$ cat src/rtl/irq_coal_pkg.sv
package irq_coal_pkg;
  localparam int DATA_W      = 32;
  localparam int CRED_W      = 16;
  localparam int COAL_W      = 6;
  localparam int COAL_MAX    = 63;
  localparam int UNMASK_BIT  = 16;
  localparam int RESTART_BIT = 17;

  localparam logic [2:0] OFF_INIT   = 3'd0;
  localparam logic [2:0] OFF_MASK   = 3'd1;
  localparam logic [2:0] OFF_CRED   = 3'd2;
  localparam logic [2:0] OFF_MFIRE  = 3'd3;
  localparam logic [2:0] OFF_REMAIN = 3'd4;
endpackage

$ cat src/rtl/irq_tick_gen.sv
module irq_tick_gen #(
  parameter int DIV_W = 8
) (
  input  logic             clk,
  input  logic             rst_n,
  input  logic [DIV_W-1:0] div,
  output logic             tick
);
  logic [DIV_W-1:0] cnt_q;

  assign tick = (cnt_q == '0);

  always_ff @(posedge clk or negedge rst_n) begin
    if (!rst_n)    cnt_q <= '0;
    else if (tick) cnt_q <= div;
    else           cnt_q <= cnt_q - 1'b1;
  end


  tick_gap_chk: assert property (@(posedge clk) disable iff (!rst_n)
    (tick && div != '0) |=> !tick);
endmodule

$ cat src/rtl/irq_vector.sv
module irq_vector
  import irq_coal_pkg::*;
(
  input  logic              clk,
  input  logic              rst_n,
  input  logic              tick,
  input  logic              evt,
  input  logic              wr_en,
  input  logic [2:0]        wr_off,
  input  logic [DATA_W-1:0] wdata,
  input  logic [2:0]        rd_off,
  output logic [DATA_W-1:0] rd_data,
  output logic              irq
);
  logic [COAL_W-1:0] init_q, timer_q;
  logic [CRED_W-1:0] cred_q, cred_d, ret;
  logic              mask_q, mfire_q;
  logic              wr_init, wr_mask, wr_cred, wr_mfire;
  logic              restart, unmask, cred_pos, fire;
  logic              unused_hi;

  assign unused_hi = ^wdata[DATA_W-1:RESTART_BIT+1];

  assign wr_init  = wr_en && (wr_off == OFF_INIT);
  assign wr_mask  = wr_en && (wr_off == OFF_MASK);
  assign wr_cred  = wr_en && (wr_off == OFF_CRED);
  assign wr_mfire = wr_en && (wr_off == OFF_MFIRE);
  assign restart  = wr_cred && wdata[RESTART_BIT];
  assign unmask   = wr_cred && wdata[UNMASK_BIT];

  assign cred_pos = !cred_q[CRED_W-1] && (cred_q != '0);
  assign fire     = cred_pos && !mask_q && (timer_q == '0);
  assign ret      = wr_cred ? {1'b0, wdata[CRED_W-2:0]} : '0;
  assign cred_d   = cred_q + CRED_W'(evt) - ret;

  always_ff @(posedge clk or negedge rst_n) begin
    if (!rst_n) begin
      init_q  <= '0;
      timer_q <= '0;
      mask_q  <= 1'b1;
      mfire_q <= 1'b1;
      cred_q  <= '0;
      irq     <= 1'b0;
    end else begin
      irq    <= fire;
      cred_q <= cred_d;
      if (wr_init)
        init_q <= (wdata > DATA_W'(COAL_MAX)) ? COAL_W'(COAL_MAX) : wdata[COAL_W-1:0];
      if (wr_mfire) mfire_q <= wdata[0];
      if (wr_mask)     mask_q <= wdata[0];
      else if (unmask) mask_q <= 1'b0;
      else if (fire)   mask_q <= mfire_q;
      if (restart)                      timer_q <= init_q;
      else if (tick && timer_q != '0)   timer_q <= timer_q - 1'b1;
    end
  end

  always_comb begin
    rd_data = '0;
    case (rd_off)
      OFF_INIT:   rd_data = DATA_W'(init_q);
      OFF_MASK:   rd_data = DATA_W'(mask_q);
      OFF_CRED:   rd_data = DATA_W'(cred_q);
      OFF_MFIRE:  rd_data = DATA_W'(mfire_q);
      OFF_REMAIN: rd_data = DATA_W'(timer_q);
      default:    rd_data = '0;
    endcase
  end


  mask_load_chk: assert property (@(posedge clk) disable iff (!rst_n)
    (fire && !wr_mask && !unmask) |=> (mask_q == $past(mfire_q)));

  cred_evt_chk: assert property (@(posedge clk) disable iff (!rst_n)
    (evt && !wr_cred) |=> (cred_q == $past(cred_q) + CRED_W'(1)));

  timer_hold_chk: assert property (@(posedge clk) disable iff (!rst_n)
    (!tick && !restart) |=> $stable(timer_q));

  timer_floor_chk: assert property (@(posedge clk) disable iff (!rst_n)
    (timer_q == '0 && !restart) |=> (timer_q == '0));
endmodule

$ cat src/rtl/irq_coal_ctrl.sv
module irq_coal_ctrl
  import irq_coal_pkg::*;
#(
  parameter int NUM_VEC = 4,
  parameter int ADDR_W  = 6,
  parameter int DIV_W   = 8
) (
  input  logic               clk,
  input  logic               rst_n,
  input  logic               bus_wr,
  input  logic [ADDR_W-1:0]  bus_addr,
  input  logic [DATA_W-1:0]  bus_wdata,
  output logic [DATA_W-1:0]  bus_rdata,
  input  logic [NUM_VEC-1:0] evt,
  input  logic [DIV_W-1:0]   tick_div,
  output logic [NUM_VEC-1:0] irq_out
);
  localparam int VEC_W = ADDR_W - 3;

  logic [VEC_W-1:0]  vec_idx;
  logic [2:0]        off;
  logic              tick;
  logic [DATA_W-1:0] rd_vec [NUM_VEC];
  logic              in_range;

  assign vec_idx  = bus_addr[ADDR_W-1:3];
  assign off      = bus_addr[2:0];
  assign in_range = (32'(vec_idx) < NUM_VEC);

  irq_tick_gen #(.DIV_W(DIV_W)) u_tick (
    .clk (clk), .rst_n (rst_n), .div (tick_div), .tick (tick)
  );

  for (genvar i = 0; i < NUM_VEC; i++) begin : g_vec
    irq_vector u_vec (
      .clk     (clk),
      .rst_n   (rst_n),
      .tick    (tick),
      .evt     (evt[i]),
      .wr_en   (bus_wr && (vec_idx == VEC_W'(i))),
      .wr_off  (off),
      .wdata   (bus_wdata),
      .rd_off  (off),
      .rd_data (rd_vec[i]),
      .irq     (irq_out[i])
    );
  end

  always_comb begin
    bus_rdata = '0;
    for (int i = 0; i < NUM_VEC; i++)
      if (vec_idx == VEC_W'(i)) bus_rdata = rd_vec[i];
  end

  always_comb begin

    range_zero_chk: assert (in_range || bus_rdata == '0);
  end
endmodule

$ cat config.mk
export PLATFORM = sky130hd
export DESIGN_NAME = irq_coal_ctrl
export DESIGN_NICKNAME = d
export VERILOG_FILES = /design/src/rtl/irq_coal_pkg.sv /design/src/rtl/irq_tick_gen.sv /design/src/rtl/irq_vector.sv /design/src/rtl/irq_coal_ctrl.sv
export SDC_FILE = /design/constraint.sdc
export NUM_CORES = 1
export LEC_CHECK = 0
export ABC_AREA = 1
export BUFFER_PORTS_ARGS = -buffer_cell sky130_fd_sc_hd__buf_2
export CAP_MARGIN = 25
export CORE_MARGIN = 4
export CORE_UTILIZATION = 35
export CTS_CLUSTER_SIZE = 20
export DETAILED_ROUTE_END_ITERATION = 12
export GPL_ROUTABILITY_DRIVEN = 0
export PLACE_DENSITY_LB_ADDON = 0.15
export RECOVER_POWER = 25
export SYNTH_ARGS = -nofsm -noshare
export SYNTH_HDL_FRONTEND = slang
export SYNTH_SLANG_ARGS = --single-unit
$ cat constraint.sdc
create_clock -name clk -period 2.63 [get_ports clk]
set_input_delay 0.1315 -clock clk [delete_from_list [all_inputs] [get_ports clk]]
set_output_delay 0.1315 -clock clk [all_outputs]
set_load 0.1 [all_outputs]
# --- After elaboration in Yosys (flattened, before gate mapping) ---
# Cells that the tools add are included.
word_totals:
  regBits: 132
  word_cells: 155
op_classes:
  add_sub_neg: 13
  order_cmp: 1
  n_eq_ne: 7
  n_mux: 34
  reduce_logical: 75
ops:
  columns: ["operator", "n"]
  rows:
  - ["$pmux W16 S5", 4]
  - ["$mux W32", 4]
  - ["$add A16 B1 Y16", 4]
  - ["$reduce_bool A16 Y1", 4]
  - ["$sub A16 B16 Y16", 4]
  - ["$mux W15", 4]
  - ["$mux W6", 9]
  - ["$logic_and A1 B1 Y1", 44]
  - ["$gt A32 B6 Y1 const B", 1]
  - ["$logic_not A6 Y1", 4]
  - ["$reduce_bool A6 Y1", 4]
  - ["$sub A6 B1 Y6 const B", 4]
  - ["$eq A3 B2 Y1 const B", 4]
  - ["$mux W1", 12]
  - ["$reduce_bool A3 Y1", 4]
  - ["$logic_not A1 Y1", 8]
  - ["$logic_not A8 Y1", 1]
  - ["$mux W8", 1]
  - ["$reduce_bool A2 Y1", 4]
  - ["$sub A8 B1 Y8 const B", 1]
  - ["$eq A3 B1 Y1 const B", 2]
  - ["$logic_not A3 Y1", 2]
  - ["$eq A3 B3 Y1 const B", 1]

# --- Logic depth before layout (Yosys ltp) ---
logic_depth:
  ltp_word: 7
  depth_mapped: 20
  mapped_depth_nobuf: 19

# --- By module ---
# From an unflattened synthesis, not the netlist that was laid out.
unflattened:
  cells_unflattened: 2085
  hier_area_um2: 13693.1
modules_own_cells:
  columns: ["mod", "n_inst", "cells_per_inst", "area_per_inst_um2", "seq_area_each_um2"]
  rows:
  - ["irq_vector at g_vec[1].u_vec ...", 2, 452, 2985.4, 778.2]
  - ["irq_vector at g_vec[3].u_vec", 1, 450, 3005.4, 778.2]
  - ["irq_vector at g_vec[0].u_vec", 1, 457, 2994.1, 778.2]
  - ["irq_coal_ctrl", 1, 205, 1167.4, 0.0]
  - ["irq_tick_gen", 1, 69, 555.5, 200.2]

# --- Worst setup path after synthesis ---
# No wires, ideal clock.
synth_path:
  path_type: "input to output"
  startpoint: "in bus_addr[2]"
  endpoint: "out bus_rdata[14]"
  t_arrival_ps: 3151
  required_time_ps: 2499
  setup_slack_ps: -652
  stages: 8
  path_buffers: 3
  path_cell_list: "buf_4 > inv_4 > nand3_4 > inv_2 > buf_6 > buf_6 > o21ai_1 > a211oi_1"
synth_via:
  elab_chain_cells: 6
synth_lines:
  columns: ["item", "line", "rtl"]
  rows:
  - ["from (decl)", "irq_coal_ctrl.sv:11", "input logic [ADDR_W-1:0] bus_addr,"]
  - ["$eq A3 B3 Y1 (tied with other cells)", "irq_vector.sv:60", "case (rd_off)"]
  - ["$pmux W16 S5", "irq_vector.sv:60", null]
  - ["$mux W32 (3 in series)", "irq_coal_ctrl.sv:52", "if (vec_idx == VEC_W'(i)) bus_rdata = rd_vec[i];"]
  - ["$mux W32 *", "irq_coal_ctrl.sv:52", null]
  - ["to (decl)", "irq_coal_ctrl.sv:13", "output logic [DATA_W-1:0] bus_rdata,"]
# Mark *: on every way between the ends. The rest lies on a longest branch, timed or not.

# --- Worst setup path after layout ---
layout_path:
  startpoint: "in bus_wdata[0]"
  endpoint: "reg g_vec[1].u_vec.cred_q[14]"
layout_via:
  elab_chain_cells: 2
layout_lines:
  columns: ["item", "line", "rtl"]
  rows:
  - ["from (decl)", "irq_coal_ctrl.sv:12", "input logic [DATA_W-1:0] bus_wdata,"]
  - ["$mux W15", "irq_vector.sv:33", "assign ret = wr_cred ? {1'b0, wdata[CRED_W-2:0]} : '0;"]
  - ["$sub A16 B16 Y16", "irq_vector.sv:34", "assign cred_d = cred_q + CRED_W'(evt) - ret;"]
  - ["named net g_vec[1].u_vec.cred_d[14]", "irq_vector.sv:16", "logic [CRED_W-1:0] cred_q, cred_d, ret;"]
  - ["to (signal assigned)", "irq_vector.sv:46", "cred_q <= cred_d;"]
  - ["to (decl)", "irq_vector.sv:16", null]
# The timed path passes the listed nets, and every way through them passes these cells.
# A chain may end at the register's enable or synchronous reset.

==> flow_metrics.tcl <==
set metrics [dict create \
    worstSetupPathType "in -> reg" \
    ff_latch_area_um2 3310 \
    drtIter0Drc 652 \
    fmax_mhz 418 \
    async_reset_ff_share_pct 100 \
    dieWidth_um 185 \
    clk_pin_slew_ns 0.07 \
    area_delta_synth_final_pct 16.7 \
    start_kind "primary input" \
    grt_max_degree 69 \
    initial_core_util_pct 35.7 \
    dr.pass1.iters 5 \
    critical_path_required_ns 2.96 \
    clkSinkCount 132 \
    multi_input_area_um2 6800 \
    ys_types 47 \
    dpl.hpwl_um 28300 \
    ys_seq_area_share_pct 30.3 \
    fill_cells 3266 \
    worstHoldPathType "in -> reg" \
    swShare_pct 48.7 \
    postRouteAntennaNets 0 \
    track_usage_pct 21.2 \
    synth_top_cell_area_share_pct 28.4 \
    layout.nets 1831 \
    p_leak_uw 0.00629 \
    row_count 64 \
    portBuffers 72 \
    root_buffer "clkbuf_16" \
    pin_count 89 \
    status "finished clean" \
    numCtsBuffers 17 \
    clkPwrFrac_pct 16.8 \
    n_antenna_cell 0 \
    pwr-share-comb_pct 60.6 \
    cts_tree "yes" \
    period_share_pct 90.9 \
    synth_ff_type "dfrtp_1" \
    finalSetupViolCount 0 \
    synth_most_common_cell "nand2_1" \
    cts_buffer_depth 2 \
    clock_latency_ns 0.44 \
    cts-htree-levels 4 \
    ys_warn_count 0 \
    period_minus_slack_ns 2.39 \
    cp.arrival_ns 2.72 \
    finish.utilization_pct 41.6 \
    powerDensity_nw_per_um2 1240 \
    tightest_slew_ns 1.35 \
    cp-end-kind "flip-flop" \
    synth-seq-cells 132 \
    wl_per_cell_um 17.3 \
    routed-via-count 10338 \
    p_switching_uw 7690 \
    core_area_um2 30700 \
    rrSetupSlack_ns 0.40 \
    maxSlewHeadroom_pct 10.1 \
    ir_worst_vdd_mv 0.632 \
    grt_pass1_wl_um 56600 \
    die_h_um 185 \
    vias_per_cell 5.04 \
    synth_top_cell_by_area "dfrtp_1" \
    cap_violations 0 \
    netlist_area_um2 10900 \
    clock_skew_ns 0.0160 \
    rsz0062_at_grt "no" \
    synth_area_leaders "dfrtp_1 (28%), nand2_1 (15%), ha_1 (15%)" \
    report.final.slew_viol_count 0 \
    grt_overflow 0 \
    avgSynthCellArea_um2 7.21 \
    detail_route.wirelength_um 35400 \
    grt_pass1_vias 10194 \
    hold_ws_ns 0.0598 \
    p_int_uw 8120 \
    timing_hold_violations_final 0 \
    cp_max_fo 4 \
    synth_common_cells "nand2_1 (445), inv_1 (147), nor2_1 (145), ha_1 (130), dfrtp_1 (124)" \
    syn_inst 1516 \
    die_area_um2 34100 \
    power_frac_seq_pct 22.7 \
    drc 0 \
    antenna_found_initial 0 \
    drive_above_1_share_pct 12.2 \
    synth_edf_count 0 \
]
[per-layer routing]
| metal | track usage, % | up-vias | routed length (um) |
|---|---|---|---|
| li1 | - | 5227 | - |
| met1 | 31.0 | 4799 | 17300 |
| met2 | 32.5 | 273 | 15700 |
| met3 | 3.48 | 39 | 1850 |
| met4 | 5.84 | 0 | 639 |
| met5 | 0 | - | 0 |
[cell usage in the layout (no fill, tap or decap), types with 8 or more instances in the layout]
cell type,instances
nand4_1,35
o21ai_0,87
a21oi_1,76
ha_1,130
clkbuf_16,17
nand3b_1,10
inv_2,9
nor2_1,145
o211ai_1,19
conb_1,16
inv_1,147
buf_2,71
nand3_1,98
dlygate4sd3_1,14
dfrtp_1,124
nand2_1,445
xor2_1,47
buf_4,45
o221ai_1,8
nand2_2,11
[worst max-delay path, stage by stage]
cell and delay, ns:
dlygate4sd3_1 0.52, buf_2 0.16, clkinvlp_4 0.14, buf_4 0.16, nor2_1 0.16, ha_1 0.15, inv_1 0.04, ha_1 0.20
fa_1 0.39, nand3_1 0.10, nand2_1 0.10, nand2_1 0.07, nand2_1 0.09, nand3_1 0.13, nand2_1 0.06, nand2_1 0.06
nand2_1 0.04
[layout make-up]
type / instances / share of cell area, %
timing repair buffer: 137 / 7.26
clock buffer: 20 / 3.50
multi-input combinational: 1197 / 53.3
sequential: 132 / 26.0
tap: 396 / 3.88
clock inverter: 12 / 1.41
inverter: 159 / 4.73
[worst paths after layout]
path	start	end	depth (start not counted)
worst max-delay path	bus_wdata[0]	g_vec[1].u_vec.cred_q[14]	17
worst min-delay path	bus_wdata[16]	g_vec[1].u_vec.mask_q	4
worst max register to register	g_vec[1].u_vec.cred_q[0]	g_vec[1].u_vec.cred_q[14]	13
worst min register to register	g_vec[2].u_vec.init_q[4]	g_vec[2].u_vec.timer_q[4]	2
max in group asynchronous	rst_n	g_vec[3].u_vec.cred_q[0]	3
min in group asynchronous	rst_n	g_vec[1].u_vec.timer_q[4]	2
[metrics by stage]
| step | setup slack, ns | instance area, um2 | setup TNS, ns | total power (uW) | std cells |
|---|---|---|---|---|---|
| 6_report | 0.239 | 12800 | 0 | 15800 | 2053 |
| 5_1_grt | 0.0398 | 12800 | 0 | 17500 | 2053 |
| 4_1_cts | 0.116 | 12800 | 0 | 15900 | 2052 |
| 3_5_place_dp | -0.0960 | 12000 | -0.233 | 13100 | 2006 |
| 3_3_place_gp | -0.0352 | 12000 | -0.0494 | 13100 | 2006 |
| 2_1_floorplan | 0.162 | 11000 | 0 | 10400 | 1531 |
[flip-flops by register name, summed over array words and instances (netlist names)]
register and count:
g_vec.u_vec.cred_q 64, g_vec.u_vec.mask_q 4, g_vec.u_vec.timer_q 24, u_tick.cnt_q 8, g_vec.u_vec.irq 4, g_vec.u_vec.mfire_q 4, g_vec.u_vec.init_q 24
[kinds of logic after synthesis]
| group | synth area share, % |
|---|---|
| adder cells (fa/ha/maj) | 15.6 |
| flip-flops | 30.3 |
| buffers and inverters | 8.16 |
| XOR/XNOR | 4.32 |
| AO/OA/AOI/OAI | 11.4 |
| other | 0.0343 |
| AND/OR/NAND/NOR | 30.2 |
[what timing repair did]
action | CTS | global route
endpoints found under the setup margin | 0 | 7
hold buffers | 14 | 0
buffers inserted | 0 | 1
hold endpoints to repair | 57 | 0
gates resized for setup | 0 | 1
[power by group through the flow]
stage / clock [uW] / combinational (uW) / sequential [uW]
after detailed placement: 0 / 9470 / 3620
after CTS: 2690 / 9580 / 3590
after global placement: 0 / 9450 / 3620
final: 2650 / 9580 / 3580
after global routing: 2790 / 11100 / 3660
after floorplan: 0 / 7110 / 3300
(Power assumes the default switching activity.)
